===== src/rtl/ptim_pkg.sv =====
// Package for the period timer: read-source selection shared by decoder and top.
// Assumes nothing beyond the enum being decoded in one place.
package ptim_pkg;
    typedef enum logic [1:0] {
        RSEL_NONE = 2'd0,
        RSEL_PRD  = 2'd1,
        RSEL_CNT  = 2'd2
    } ptim_rsel_e;
endpackage


===== src/rtl/ptim_decode.sv =====
// Address decoder for the timer port interface.
// Produces write enables for the period and counter registers and a read select.
// Assumes the two addresses differ and fit in ADDR_W bits.
module ptim_decode
    import ptim_pkg::*;
#(
    parameter int ADDR_W   = 4,
    parameter int PRD_ADDR = 8,
    parameter int CNT_ADDR = 9
) (
    input  logic              wr_en,
    input  logic [ADDR_W-1:0] wr_addr,
    input  logic [ADDR_W-1:0] rd_addr,
    output logic              prd_we,
    output logic              cnt_we,
    output ptim_rsel_e        rd_sel
);
    localparam logic [ADDR_W-1:0] PrdA = ADDR_W'(PRD_ADDR);
    localparam logic [ADDR_W-1:0] CntA = ADDR_W'(CNT_ADDR);

    // Write strobes per register.
    always_comb begin
        prd_we = wr_en && (wr_addr == PrdA);
        cnt_we = wr_en && (wr_addr == CntA);
    end

    // Read source selection; unmapped addresses read as nothing.
    always_comb begin
        if (rd_addr == PrdA)      rd_sel = RSEL_PRD;
        else if (rd_addr == CntA) rd_sel = RSEL_CNT;
        else                      rd_sel = RSEL_NONE;
    end
endmodule


===== src/rtl/ptim_counter.sv =====
// Modulo counter: steps by one each clock, folds to zero at period-1, or at the
// top of its range (covers period 0 and a period programmed below the count).
// A counter write wins over stepping and suppresses the fold indication.
module ptim_counter #(
    parameter int W = 16
) (
    input  logic         clk,
    input  logic         rst_n,
    input  logic [W-1:0] prd_q,
    input  logic         cnt_we,
    input  logic [W-1:0] wr_data,
    output logic [W-1:0] cnt_q,
    output logic         roll
);
    localparam logic [W-1:0] TopVal = {W{1'b1}};

    logic [W-1:0] last_val;
    logic         at_end;

    // Fold point: period-1 wraps to all-ones for period 0, giving full range.
    always_comb begin
        last_val = prd_q - W'(1);
        at_end   = (cnt_q == last_val) || (cnt_q == TopVal);
        roll     = at_end && !cnt_we;
    end

    // Counter state update with write priority.
    always_ff @(posedge clk) begin
        if (!rst_n)      cnt_q <= '0;
        else if (cnt_we) cnt_q <= wr_data;
        else if (at_end) cnt_q <= '0;
        else             cnt_q <= cnt_q + W'(1);
    end
endmodule


===== src/rtl/ptim_wake.sv =====
// Sleep release logic. A request is armed once it has been seen for a full
// cycle; an armed, still-present request is released on the next fold.
// Assumes the requester holds its request until released.
module ptim_wake (
    input  logic clk,
    input  logic rst_n,
    input  logic sleep_req,
    input  logic roll,
    output logic wake,
    output logic hold
);
    logic armed_q;

    // Release pulse and stall indication.
    always_comb begin
        wake = armed_q && sleep_req && roll;
        hold = sleep_req && !wake;
    end

    // Arm on a held request; disarm on release so the pulse lasts one cycle.
    always_ff @(posedge clk) begin
        if (!rst_n) armed_q <= 1'b0;
        else        armed_q <= sleep_req && !wake;
    end
endmodule


===== src/rtl/ptim_top.sv =====
// Programmable period timer with sleep release.
// Holds the period register, instantiates decoder, counter and wake logic,
// and muxes the read port. Synchronous active-low reset.
module ptim_top
    import ptim_pkg::*;
#(
    parameter int W        = 16,
    parameter int ADDR_W   = 4,
    parameter int PRD_ADDR = 8,
    parameter int CNT_ADDR = 9
) (
    input  logic              clk,
    input  logic              rst_n,
    input  logic              wr_en,
    input  logic [ADDR_W-1:0] wr_addr,
    input  logic [W-1:0]      wr_data,
    input  logic [ADDR_W-1:0] rd_addr,
    output logic [W-1:0]      rd_data,
    input  logic              sleep_req,
    output logic              wake_o,
    output logic              hold_o
);
    logic         prd_we;
    logic         cnt_we;
    ptim_rsel_e   rd_sel;
    logic [W-1:0] prd_q;
    logic [W-1:0] cnt_q;
    logic         roll;

    ptim_decode #(.ADDR_W(ADDR_W), .PRD_ADDR(PRD_ADDR), .CNT_ADDR(CNT_ADDR)) u_dec (
        .wr_en   (wr_en),
        .wr_addr (wr_addr),
        .rd_addr (rd_addr),
        .prd_we  (prd_we),
        .cnt_we  (cnt_we),
        .rd_sel  (rd_sel)
    );

    // Period register.
    always_ff @(posedge clk) begin
        if (!rst_n)      prd_q <= '0;
        else if (prd_we) prd_q <= wr_data;
    end

    ptim_counter #(.W(W)) u_cnt (
        .clk     (clk),
        .rst_n   (rst_n),
        .prd_q   (prd_q),
        .cnt_we  (cnt_we),
        .wr_data (wr_data),
        .cnt_q   (cnt_q),
        .roll    (roll)
    );

    ptim_wake u_wake (
        .clk       (clk),
        .rst_n     (rst_n),
        .sleep_req (sleep_req),
        .roll      (roll),
        .wake      (wake_o),
        .hold      (hold_o)
    );

    // Read port multiplexer.
    always_comb begin
        case (rd_sel)
            RSEL_PRD: rd_data = prd_q;
            RSEL_CNT: rd_data = cnt_q;
            default:  rd_data = '0;
        endcase
    end
endmodule


===== config.mk =====
export PLATFORM = sky130hd
export DESIGN_NAME = ptim_top
export DESIGN_NICKNAME = d
export VERILOG_FILES = /design/src/rtl/ptim_pkg.sv /design/src/rtl/ptim_decode.sv /design/src/rtl/ptim_counter.sv /design/src/rtl/ptim_wake.sv /design/src/rtl/ptim_top.sv
export SDC_FILE = /design/constraint.sdc
export NUM_CORES = 1
export LEC_CHECK = 0
export BUFFER_PORTS_ARGS = -buffer_cell sky130_fd_sc_hd__buf_2
export CAP_MARGIN = 10
export CORE_ASPECT_RATIO = 0.7
export CORE_MARGIN = 2
export CORE_UTILIZATION = 55
export DETAILED_ROUTE_END_ITERATION = 10
export PLACE_DENSITY = 0.85
export SYNTH_ARGS = -nofsm -noshare
export SYNTH_HDL_FRONTEND = slang
export SYNTH_SLANG_ARGS = --single-unit

===== constraint.sdc =====
create_clock -name clk -period 4.8 [get_ports clk]
set_input_delay 1.44 -clock clk [delete_from_list [all_inputs] [get_ports clk]]
set_output_delay 1.44 -clock clk [all_outputs]
set_load 0.05 [all_outputs]

Yosys cells after proc, flatten, opt, wreduce, memory -nomap -nowiden
Index checks and enable logic that the tools add are counted.
- bits in registers: 33
- bits of input ports: 28
- output and inout bits: 18
- word-level logic and storage cells: 27
- $add $sub $neg: 2
- eq/ne operators: 8
- multiplexer cells: 5
- reduce and logical (&&, ||, !) cells: 9
- operator list (operator ; number):
    two-way mux 16 bit ; 2
    case mux 16 bit (2 select lines) ; 1
    adder 16 x 1 -> 16 bit (second input constant) ; 1
    == test 16 bit ; 1
    == test 16 bit (second input constant) ; 1
    == test 4 bit (second input constant) ; 4
    subtractor 16 x 1 -> 16 bit (second input constant) ; 1
    logical AND 1 bit ; 6
    two-way mux 2 bit ; 2
    == test 2 x 1 -> 1 bit (second input constant) ; 1
    == test 2 bit (second input constant) ; 1
    zero test 1 bit ; 2
    logical OR 1 bit ; 1

Logic depth before layout (Yosys ltp)
Gate-level depths: netlist of run 1.
- depth after elaboration: 7
- depth in mapped cells: 10
- depth with buffers taken out: 8

By module
From an unflattened synthesis of run 1, not the netlist that was laid out.
- cell total of the unflattened synthesis: 318
- area total of the unflattened synthesis: 2637.5 sq um
- by module, submodules not included (module ; instances ; cells each ; area an instance (sq um) ; seq. area each (sq um)):
    ptim_counter ; 1 ; 216 ; 1674.1 ; 320.3
    ptim_top ; 1 ; 93 ; 865.8 ; 320.3
    ptim_decode ; 1 ; 5 ; 52.6 ; 0.0
    ptim_wake ; 1 ; 4 ; 45.0 ; 20.0

Worst setup path before layout of run 1
OpenSTA, ideal clock, no wires.
- path type: reg2out
- from: register prd_q[0]
- to: output port wake_o
- data arrival time: 3286 ps
- required time: 3360 ps
- slack: 74 ps
- stages on the path, launching flop included: 10
- buffers on the path: 1
- cell sequence: dfxtp_1 -> inv_1 -> ha_1 -> or3b_2 -> clkbuf_1 -> or4_4 -> o21a_1 -> o22a_1 -> or4_1 -> a211oi_2
- word-level cells in the longest chain between the ends: 5
- RTL lines (element ; line ; RTL):
    start, declared ; ptim_top.sv:26 ; logic [W-1:0] prd_q;
    start signal, assigned ; ptim_top.sv:42 ; else if (prd_we) prd_q <= wr_data;
    subtractor 16 x 1 -> 16 bit ; ptim_counter.sv:22 ; last_val = prd_q - W'(1);
    == test 16 bit ; ptim_counter.sv:23 ; at_end = (cnt_q == last_val) || (cnt_q == TopVal);
    logical OR 1 bit ; ptim_counter.sv:23 ;
    logical AND 1 bit ; ptim_counter.sv:24 ; roll = at_end && !cnt_we;
    logical AND 1 bit ; ptim_wake.sv:16 ; wake = armed_q && sleep_req && roll;
    end, declared ; ptim_top.sv:20 ; output logic wake_o,
Every way passes these cells.

Worst setup path after layout of run 1
Ends and elaborated chain as after synthesis.

==> results of run 1 <==
[logic make-up (layout without fill, tap and decap cells)]
family / count (synthesis) / in the layout
xor+xnor: 35 / 35
simple gates: 118 / 118
flops: 33 / 33
buf+inv: 26 / 69
compound gates: 72 / 72
fa+ha+maj: 2 / 2
[worst paths after layout]
check,startpoint,to,cells after the start
max,prd_q[0],wake_o,10
min reg2reg,prd_q[15],prd_q[15],2
max reg2reg,prd_q[0],u_wake.armed_q,11
min,prd_q[15],prd_q[15],2
[what timing repair did]
action | CTS | global route
resized for setup | 0 | 5
setup buffers | 0 | 1
setup endpoints to repair | 0 | 1
[registers in the layout, summed over array words and instances, names as in the netlist]
| name | cells |
|---|---|
| prd_q | 16 |
| u_wake.armed_q | 1 |
| u_cnt.cnt_q | 16 |
[placed cells by master, fill, tap and decap left out, types with 3 or more instances in the layout]
| cell type | instances |
|---|---|
| sky130_fd_sc_hd__a22o_1 | 16 |
| sky130_fd_sc_hd__buf_4 | 9 |
| sky130_fd_sc_hd__dfxtp_1 | 33 |
| sky130_fd_sc_hd__nor3_1 | 6 |
| sky130_fd_sc_hd__inv_1 | 7 |
| sky130_fd_sc_hd__clkbuf_8 | 5 |
| sky130_fd_sc_hd__o21ai_0 | 12 |
| sky130_fd_sc_hd__nand4_1 | 4 |
| sky130_fd_sc_hd__nand2_1 | 64 |
| sky130_fd_sc_hd__and3_1 | 3 |
| sky130_fd_sc_hd__o31ai_1 | 10 |
| sky130_fd_sc_hd__nand3_1 | 13 |
| sky130_fd_sc_hd__nor2_1 | 8 |
| sky130_fd_sc_hd__xor2_1 | 15 |
| sky130_fd_sc_hd__a21oi_1 | 18 |
| sky130_fd_sc_hd__nor4_1 | 5 |
| sky130_fd_sc_hd__xnor2_1 | 19 |
| sky130_fd_sc_hd__or4_4 | 3 |
| sky130_fd_sc_hd__buf_2 | 44 |
[layer usage]
metal	wire, µm	up-vias	share of wire, %
met4	55	0	0.89
li1	-	1113	-
met1	2850	1075	46
met2	2660	105	43
met3	609	8	9.9
met5	0	-	0
[power breakdown]
group	switching, mW	internal (mW)
combinational	0.0466	0.0374
sequential	0.0100	0.280
clock	0.105	0.151
[worst reg2reg max path, cell delays in order, from the launching register on]
cell	delay (ns)
sky130_fd_sc_hd__dfxtp_1	0.37
sky130_fd_sc_hd__inv_1	0.08
sky130_fd_sc_hd__ha_1	0.17
sky130_fd_sc_hd__or3b_2	0.47
sky130_fd_sc_hd__buf_4	0.18
sky130_fd_sc_hd__or4_1	0.41
sky130_fd_sc_hd__o211ai_1	0.22
sky130_fd_sc_hd__buf_4	0.15
sky130_fd_sc_hd__nand2_1	0.07
sky130_fd_sc_hd__nor4_4	0.23
sky130_fd_sc_hd__buf_4	0.28
sky130_fd_sc_hd__o21ai_0	0.12
[synthesized netlist by cell type (2+ instances only)]
library cell,count
sky130_fd_sc_hd__dfxtp_1,33
sky130_fd_sc_hd__buf_6,2
sky130_fd_sc_hd__nor2_1,8
sky130_fd_sc_hd__or4_1,2
sky130_fd_sc_hd__o2111ai_1,2
sky130_fd_sc_hd__o41ai_1,2
sky130_fd_sc_hd__o31ai_1,10
sky130_fd_sc_hd__and3_1,3
sky130_fd_sc_hd__xor2_1,15
sky130_fd_sc_hd__o21ai_0,12
sky130_fd_sc_hd__nand2_1,64
sky130_fd_sc_hd__nand4_1,4
sky130_fd_sc_hd__or4_4,2
sky130_fd_sc_hd__and4_1,2
sky130_fd_sc_hd__a22o_1,16
sky130_fd_sc_hd__nor4_1,6
sky130_fd_sc_hd__a31oi_1,2
sky130_fd_sc_hd__ha_1,2
sky130_fd_sc_hd__xnor2_1,19
sky130_fd_sc_hd__clkbuf_1,15
sky130_fd_sc_hd__nor3_1,6
sky130_fd_sc_hd__inv_1,7
sky130_fd_sc_hd__a21oi_1,18
sky130_fd_sc_hd__nand3_1,13
[metrics by stage]
| stage | hold WS [ns] | cell area (µm²) | std cells |
|---|---|---|---|
| 2_1_floorplan | 0.461 | 2200 | 286 |
| 3_3_place_gp | 0.475 | 2480 | 373 |
| 3_5_place_dp | 0.488 | 2480 | 373 |
| 4_1_cts | 0.497 | 2590 | 380 |
| 5_1_grt | 0.525 | 2610 | 381 |
| 6_report | 0.503 | 2610 | 381 |
[layout make-up]
| cell class | instances | area, µm² |
|---|---|---|
| clock inverters | 2 | 35.0 |
| inverters | 8 | 30.0 |
| repair buffers | 54 | 299 |
| multi-input cells | 227 | 1450 |
| flip-flops and latches | 33 | 661 |
| well taps | 52 | 65.1 |
| fillers | 330 | 1260 |
| clock buffers | 5 | 68.8 |
==> flow_summary.ini, run 1 <==
[outcome]
result_of_the_run = finished clean

[logic_synthesis]
post_synth_main_area_contributors = sky130_fd_sc_hd__dfxtp_1, sky130_fd_sc_hd__nand2_1, sky130_fd_sc_hd__xnor2_1
main_combinational_cell_family_by_area_after_synthesis = simple AND/OR/NAND/NOR gates
edff_count_synth = 0
synth.yosys.warnings = 0
synth_top_area_share_pct = 30.1
syn_avg_cell_area_um2 = 7.69
synthMuxAreaShare_pct = 0
syn_nets = 316
synth_sequential_area_ratio_pct = 30.1
synth_compound_gate_area_share_pct = 22.7
syn-cell-area_mm2 = 0.00220
yosys.area_share.simple_pct = 26.4
arithmetic_cell_share_of_the_synthesized_area_counting_full_adders_half_adders_and_majority_gates_pct = 1.14
synth-seq-cells = 33
synth_cells = 286
ys.flop_type = sky130_fd_sc_hd__dfxtp_1
ys_async_sr_fraction_pct = 0
yosysTopAreaCell = sky130_fd_sc_hd__dfxtp_1
xor_xnor_share_of_the_synthesized_area_pct = 14.6
yosys.cell_types.count = 45

[worst_setup_path]
worst-path-buf-inv = 3
cp_slowest_cell = sky130_fd_sc_hd__or4_4
cp-start-kind = flip-flop
reg2reg_setup_slack_ns = 1.95
endpoint_kind = output pin
cp_data_arrival_time_ns = 3.21
criticalPathCategory = reg -> out
crit_path_max_incr_delay_ns = 0.55
cells_along_the_critical_path = inv_1, ha_1, or3b_2, buf_4, or4_1, o211ai_1, nand2_1, or4_4, a211oi_2, buf_6
critPathTopFamily = simple AND/OR/NAND/NOR gates
worstPathRequired_ns = 3.36
critPathMaxFanout = 8

[clock_network]
cts.sink_count = 33
cts_buffers = 5
cts.htree.levels = 2
worst_setup_hold_path_clk_slew_ns = 0.07
cts-root-to-sink-buffers = 2
clock_latency_ns = 0.29
clock_tree.root_cell = sky130_fd_sc_hd__clkbuf_8
cts_hold_repair.buffers = 0
cts_tree = built

[final_layout]
utilization_pct = 67.4
antenna_cells = 0
syn_to_final_growth_pct = 18.8
design.final.nets = 359
final_layout_size_suffix_gt1_share_pct = 21.6

[global_route]
global_route.usage.met1_pct = 42.0
grt_util_all_layers_pct = 28.7
vias_in_the_first_global_route = 2031
global_route.peak_usage_layer = met2
grt_antenna_before_repair = 0
gr-usage-met2_pct = 42.0
grt_first_pass_wirelength_mm = 10.0
largest_net_degree_at_the_start_of_global_routing = 19
grt_overflow_total = 0
global_routing_usage_on_met3_pct = 8.36

[route]
total_wire_length_mm = 6.17
drt_drc_violations_left = 0
routed_wire_length_per_instance_um = 16.2
drt_iter0_drc = 383
avgViaCountPerCell = 6.04
antenna_violating_nets_post_route = 0
drt_pass1_iterations = 5
detailroute.via_count = 2301

[timing]
min_period_ns = 4.65
fin_setup_tns_ns = 0
grt_setup_unrepaired = no
number_of_max_slew_violations_in_the_final_report = 0
fin_skew_ns = 0.00613
max_clock_freq_ghz = 0.215
post-route-period-util_pct = 97.0
timing.slew.headroom_pct = 30.7
worst_slack_ns = 0.145
finalSetupViolations = 0
finalHoldViolCount = 0
timing_worst_slew_pin_value_ns = 1.04

[placed_design]
place_ws_ns = 0.350
post-dp-hpwl_mm = 4.55
gp_routability_congestion = 0.897
count_of_input_and_output_buffers = 45

[floorplanning]
floorplan.initialDensity_pct = 56.7
die_y_extent_um = 56.9
floorplan.rows = 19
fp.dieArea_mm2 = 0.00453
num_io_pins = 46
die_width_um = 79.6
placeableCoreArea_mm2 = 0.00387

[power_and_ir_drop]
cellLeakagePower_nw = 1.04
vdd_ir_drop_max_v = 0.000181
p_total_mw = 0.630
p_per_area_mw_per_mm2 = 241

[hold_path]
hold_path_class = reg -> reg

[run]
maxCapViolations = 0
(Power assumes the default switching activity.)
==> run 2: changes to the inputs <==
CORE_UTILIZATION = 49   (was 55)
PLACE_DENSITY = 0.81   (was 0.85)
clock period = 3.9 ns   (was 4.8 ns; I/O delays follow)
==> flow_summary.ini, run 2 (synthesis results as in run 1) <==
[route]
drt_iter0_drc = 244
antenna_violating_nets_post_route = 0
drt_pass1_iterations = 5
drt_drc_violations_left = 0
detailroute.via_count = 2406
avgViaCountPerCell = 5.97
total_wire_length_mm = 6.73
routed_wire_length_per_instance_um = 16.7

[power_and_ir_drop]
p_total_mw = 0.731
net_switching_mw = 0.193
cellLeakagePower_nw = 1.14
p_per_area_mw_per_mm2 = 262
intPower_mw = 0.538
clock_power_share_pct = 35.2
comb_power_share_pct = 16.3
power_switching_share_pct = 26.4
share_of_total_power_in_sequential_cells_pct = 48.5
vdd_ir_drop_max_v = 0.000202

[timing]
timing.slew.headroom_pct = 58.4
grt_setup_unrepaired = yes
max_clock_freq_ghz = 0.238
worst_slack_ns = -0.302
timing_worst_slew_pin_value_ns = 0.623
min_period_ns = 4.20
finalHoldViolCount = 0
post-route-period-util_pct = 108
fin_skew_ns = 0.00700
number_of_max_slew_violations_in_the_final_report = 0
finalSetupViolations = 2

[clock_network]
clock_tree.root_cell = sky130_fd_sc_hd__clkbuf_8
cts_tree = built
cts.sink_count = 33
cts_hold_repair.buffers = 0
worst_setup_hold_path_clk_slew_ns = 0.06
cts.htree.levels = 2
cts_buffers = 5
clock_latency_ns = 0.28
cts-root-to-sink-buffers = 2

[worst_setup_path]
crit_path_max_incr_delay_ns = 0.56
critPathMaxFanout = 4
criticalPathCategory = reg -> out
cp_data_arrival_time_ns = 3.03
worstPathRequired_ns = 2.73
cp-start-kind = flip-flop
cp_slowest_cell = sky130_fd_sc_hd__or4_4
critPathTopFamily = simple AND/OR/NAND/NOR gates
crit_top_cell = sky130_fd_sc_hd__or4_4
cells_along_the_critical_path = inv_2, ha_4, or3b_4, or4_4, o21a_1, o22a_1, or4_4, a211oi_4, buf_6
endpoint_kind = output pin
worst-path-buf-inv = 2

[run]
maxCapViolations = 0

[final_layout]
final_layout_size_suffix_gt1_share_pct = 27.9
utilization_pct = 64.4
biggestRegsByFlops = prd_q: 16 flops, u_cnt.cnt_q: 16 flops, u_wake.armed_q: 1 flops
most-common-layout-cells = sky130_fd_sc_hd__nand2_1, sky130_fd_sc_hd__buf_2, sky130_fd_sc_hd__dfxtp_1
final_common_cell = sky130_fd_sc_hd__nand2_1
antenna_cells = 0
design.final.nets = 378
syn_to_final_growth_pct = 26.8
final.fill_count = 390

[placed_design]
count_of_input_and_output_buffers = 45
post-dp-hpwl_mm = 5.09
gp_routability_congestion = 0.934

[hold_path]
hold_path_class = reg -> reg

[floorplanning]
placeableCoreArea_mm2 = 0.00433
num_io_pins = 46
die_width_um = 84.1
floorplan.initialDensity_pct = 50.8
die_y_extent_um = 60.0
fp.dieArea_mm2 = 0.00505
floorplan.rows = 20

[global_route]
grt_antenna_before_repair = 0
grt_first_pass_wirelength_mm = 10.7
grt_util_all_layers_pct = 27.5
grt_overflow_total = 0
largest_net_degree_at_the_start_of_global_routing = 19
vias_in_the_first_global_route = 2232

[outcome]
violations = negative setup slack
result_of_the_run = complete, but fails checks
[run 2: changes by cell type in the layout (fill, tap and decap cells not counted), sizes merged]
cell | before | now
bufinv | 1 | 0
clkbuf | 5 | 7
clkinv | 2 | 1
buf | 54 | 73
[run 2: worst paths after layout]
| path | start | to | slack [ns] | depth (start not counted) |
|---|---|---|---|---|
| worst min register to register | prd_q[14] | prd_q[14] | 0.52 | 2 |
| worst max-delay path | prd_q[1] | wake_o | -0.30 | 9 |
| worst max register to register | prd_q[1] | u_cnt.cnt_q[5] | 1.16 | 10 |
| worst min-delay path | prd_q[14] | prd_q[14] | 0.52 | 2 |
[run 2: tightest hold or removal path: cells and delay by family (launching register included)]
family | cells | cell delay [ns]
DFF | 1 | 0.35
and+or+nand+nor | 1 | 0.07
AOI/OAI and AO/OA | 1 | 0.05
[run 2: repair_timing]
action,in CTS,in global routing
cloned,0,0
resized for setup,11,1
setup buffers,2,0
endpoints found under the setup margin,2,2
pin swaps,4,0
[run 2: layout make-up]
| cell class | instances | area, µm² | share of cell area (%) |
|---|---|---|---|
| sequential | 33 | 664 | 23.8 |
| multi-input combinational | 227 | 1490 | 53.3 |
| clock buffer | 7 | 86.3 | 3.10 |
| timing repair buffer | 73 | 452 | 16.2 |
| inverter | 8 | 30.0 | 1.08 |
| tap | 55 | 68.8 | 2.47 |
[run 2: metal layers]
metal / vias up / wire (µm) / share of wire, % / track usage, %
met5: - / 0 / 0 / 0
met4: 0 / 80 / 1.2 / 9.68
met3: 11 / 672 / 10 / 5.80
met2: 124 / 2960 / 44 / 42.6
met1: 1120 / 3010 / 45 / 38.4
li1: 1151 / - / - / -
[run 2: per-stage QoR]
step                      worst slack [ns]  instances  hold WS (ns)  cell area (µm²)  TNS (ns)
final                               -0.302        403         0.516             2790    -0.307
after global placement             -0.0312        395         0.489             2650   -0.0312
after global routing                -0.357        403         0.551             2790    -0.416
after detailed placement           -0.0941        395         0.497             2650   -0.0941
after CTS                           -0.280        403         0.504             2780    -0.280
after floorplan                     -0.235        286         0.461             2230    -0.235
[run 2: power groups by stage]
stage / registers, mW / clock network [mW] / logic [mW]
2_1_floorplan: 0.359 / 0 / 0.0677
3_3_place_gp: 0.361 / 0 / 0.109
3_5_place_dp: 0.361 / 0 / 0.112
4_1_cts: 0.354 / 0.258 / 0.116
5_1_grt: 0.355 / 0.270 / 0.130
6_report: 0.354 / 0.257 / 0.119
==> run 3: changes to the inputs <==
BUFFER_PORTS_ARGS = -buffer_cell sky130_fd_sc_hd__buf_4   (was -buffer_cell sky130_fd_sc_hd__buf_2)
CAP_MARGIN = unset   (was 10)
==> flow_summary.ini, run 3 (synthesis results as in run 1) <==
[timing]
finalSetupViolations = 2
finalHoldViolCount = 0
grt_setup_unrepaired = yes
post-route-period-util_pct = 108
timing_worst_slew_pin_value_ns = 0.678
fin_setup_tns_ns = -0.486
timing.slew.headroom_pct = 54.4
fin_skew_ns = 0.00477
worst_slack_ns = -0.305
number_of_max_slew_violations_in_the_final_report = 0
min_period_ns = 4.20
max_clock_freq_ghz = 0.238

[worst_setup_path]
worstPathRequired_ns = 2.73
crit_top_cell = sky130_fd_sc_hd__or4_4
cp_slowest_cell = sky130_fd_sc_hd__or4_4
endpoint_kind = output pin
cp-start-kind = flip-flop
cp_data_arrival_time_ns = 3.03
cells_along_the_critical_path = or4_4, or4_4, o21a_1, o22a_1, or4_4, a211oi_4, buf_6
crit_path_max_incr_delay_ns = 0.56
criticalPathCategory = reg -> out
critPathMaxFanout = 3

[final_layout]
biggestRegsByFlops = prd_q: 16 flops, u_cnt.cnt_q: 16 flops, u_wake.armed_q: 1 flops
syn_to_final_growth_pct = 33.6
antenna_cells = 0
final.fill_count = 382
final_common_cell = sky130_fd_sc_hd__buf_4
most-common-layout-cells = sky130_fd_sc_hd__buf_4, sky130_fd_sc_hd__nand2_1, sky130_fd_sc_hd__dfxtp_1
design.final.nets = 378
final_layout_size_suffix_gt1_share_pct = 27.8
utilization_pct = 67.8

[global_route]
vias_in_the_first_global_route = 2250
grt_first_pass_wirelength_mm = 11.0
grt_overflow_total = 0
grt_antenna_before_repair = 0
largest_net_degree_at_the_start_of_global_routing = 19
grt_util_all_layers_pct = 28.3

[clock_network]
cts.htree.levels = 2
cts_hold_repair.buffers = 0
cts-root-to-sink-buffers = 2
cts_tree = built
cts.sink_count = 33
worst_setup_hold_path_clk_slew_ns = 0.07
clock_tree.root_cell = sky130_fd_sc_hd__clkbuf_8
clock_latency_ns = 0.29
cts_buffers = 5

[route]
detailroute.via_count = 2391
drt_pass1_iterations = 5
routed_wire_length_per_instance_um = 16.7
drt_iter0_drc = 244
total_wire_length_mm = 6.77
drt_drc_violations_left = 0
avgViaCountPerCell = 5.92
antenna_violating_nets_post_route = 0

[floorplanning]
floorplan.rows = 20
die_width_um = 84.1
num_io_pins = 46
fp.dieArea_mm2 = 0.00505
placeableCoreArea_mm2 = 0.00433
die_y_extent_um = 60.0
floorplan.initialDensity_pct = 50.8

[hold_path]
hold_path_class = reg -> reg

[run]
maxCapViolations = 0

[placed_design]
count_of_input_and_output_buffers = 45
post-dp-hpwl_mm = 5.09
gp_routability_congestion = 0.916

[power_and_ir_drop]
p_per_area_mw_per_mm2 = 278
vdd_ir_drop_max_v = 0.000261
cellLeakagePower_nw = 1.18

[outcome]
result_of_the_run = complete, but fails checks
violations = negative setup slack
==> run 3: cell types whose count changed in the layout (fill, tap and decap cells not counted) <==
cell                        change
sky130_fd_sc_hd__buf_4         +44
sky130_fd_sc_hd__buf_6          -1
sky130_fd_sc_hd__nor4_2         +1
sky130_fd_sc_hd__nor4_1         -1
sky130_fd_sc_hd__dfxtp_1        +2
sky130_fd_sc_hd__o32ai_4        +1
sky130_fd_sc_hd__dfxtp_2        -2
sky130_fd_sc_hd__buf_2         -43
sky130_fd_sc_hd__bufinv_16      +1
sky130_fd_sc_hd__o32ai_2        -1
==> run 3: worst paths after layout <==
path | start | end | slack [ns] | cells after the start
max | prd_q[4] | wake_o | -0.30 | 7
min | prd_q[14] | prd_q[14] | 0.51 | 2
max reg2reg | prd_q[4] | u_wake.armed_q | 1.00 | 9
min reg2reg | prd_q[14] | prd_q[14] | 0.51 | 2
==> run 3: layout make-up <==
class	count	area, µm²	area share, %
tap	55	68.8	2.34
clock buffer	7	86.3	2.94
inverter	8	30.0	1.02
sequential	33	662	22.5
multi-input combinational	227	1500	51.2
clock inverter	1	30.0	1.02
timing repair buffer	73	556	18.9
==> run 3: through the flow <==
stage	hold slack [ns]	power [mW]	setup WS (ns)	std cells	cell area (µm²)
2_1_floorplan	0.461	0.427	-0.235	286	2230
3_3_place_gp	0.487	0.479	0.0156	394	2760
3_5_place_dp	0.493	0.481	-0.0159	394	2760
4_1_cts	0.502	0.812	-0.307	403	2900
5_1_grt	0.521	0.851	-0.417	404	2940
6_report	0.506	0.818	-0.305	404	2940
==> run 3: report_power, final <==
part           internal (mW)  switching [mW]  leakage (nW)
Sequential             0.345         0.00953         0.268
Combinational         0.0623          0.0673         0.849
Clock                  0.208           0.125        0.0585
==> run 3: critical path: cells and delay by family, from the launching register on <==
| kind | cells | cell delay [ns] |
|---|---|---|
| AND/OR/NAND/NOR | 3 | 1.60 |
| AO/OA/AOI/OAI | 3 | 0.65 |
| flip-flops | 1 | 0.32 |
| buffers and inverters | 1 | 0.19 |
==> run 3: timing repair <==
action,in CTS,in global routing
endpoints found under the setup margin,2,2
pin swaps,4,3
setup buffers,1,1
gates resized for setup,5,4
==> run 3: layer usage <==
metal	vias to the layer above	share of wire (%)	global-route usage, %
li1	1157	-	-
met1	1115	46	39.7
met2	111	44	44.6
met3	8	8.6	6.49
met4	0	0.93	6.91
met5	-	0	0
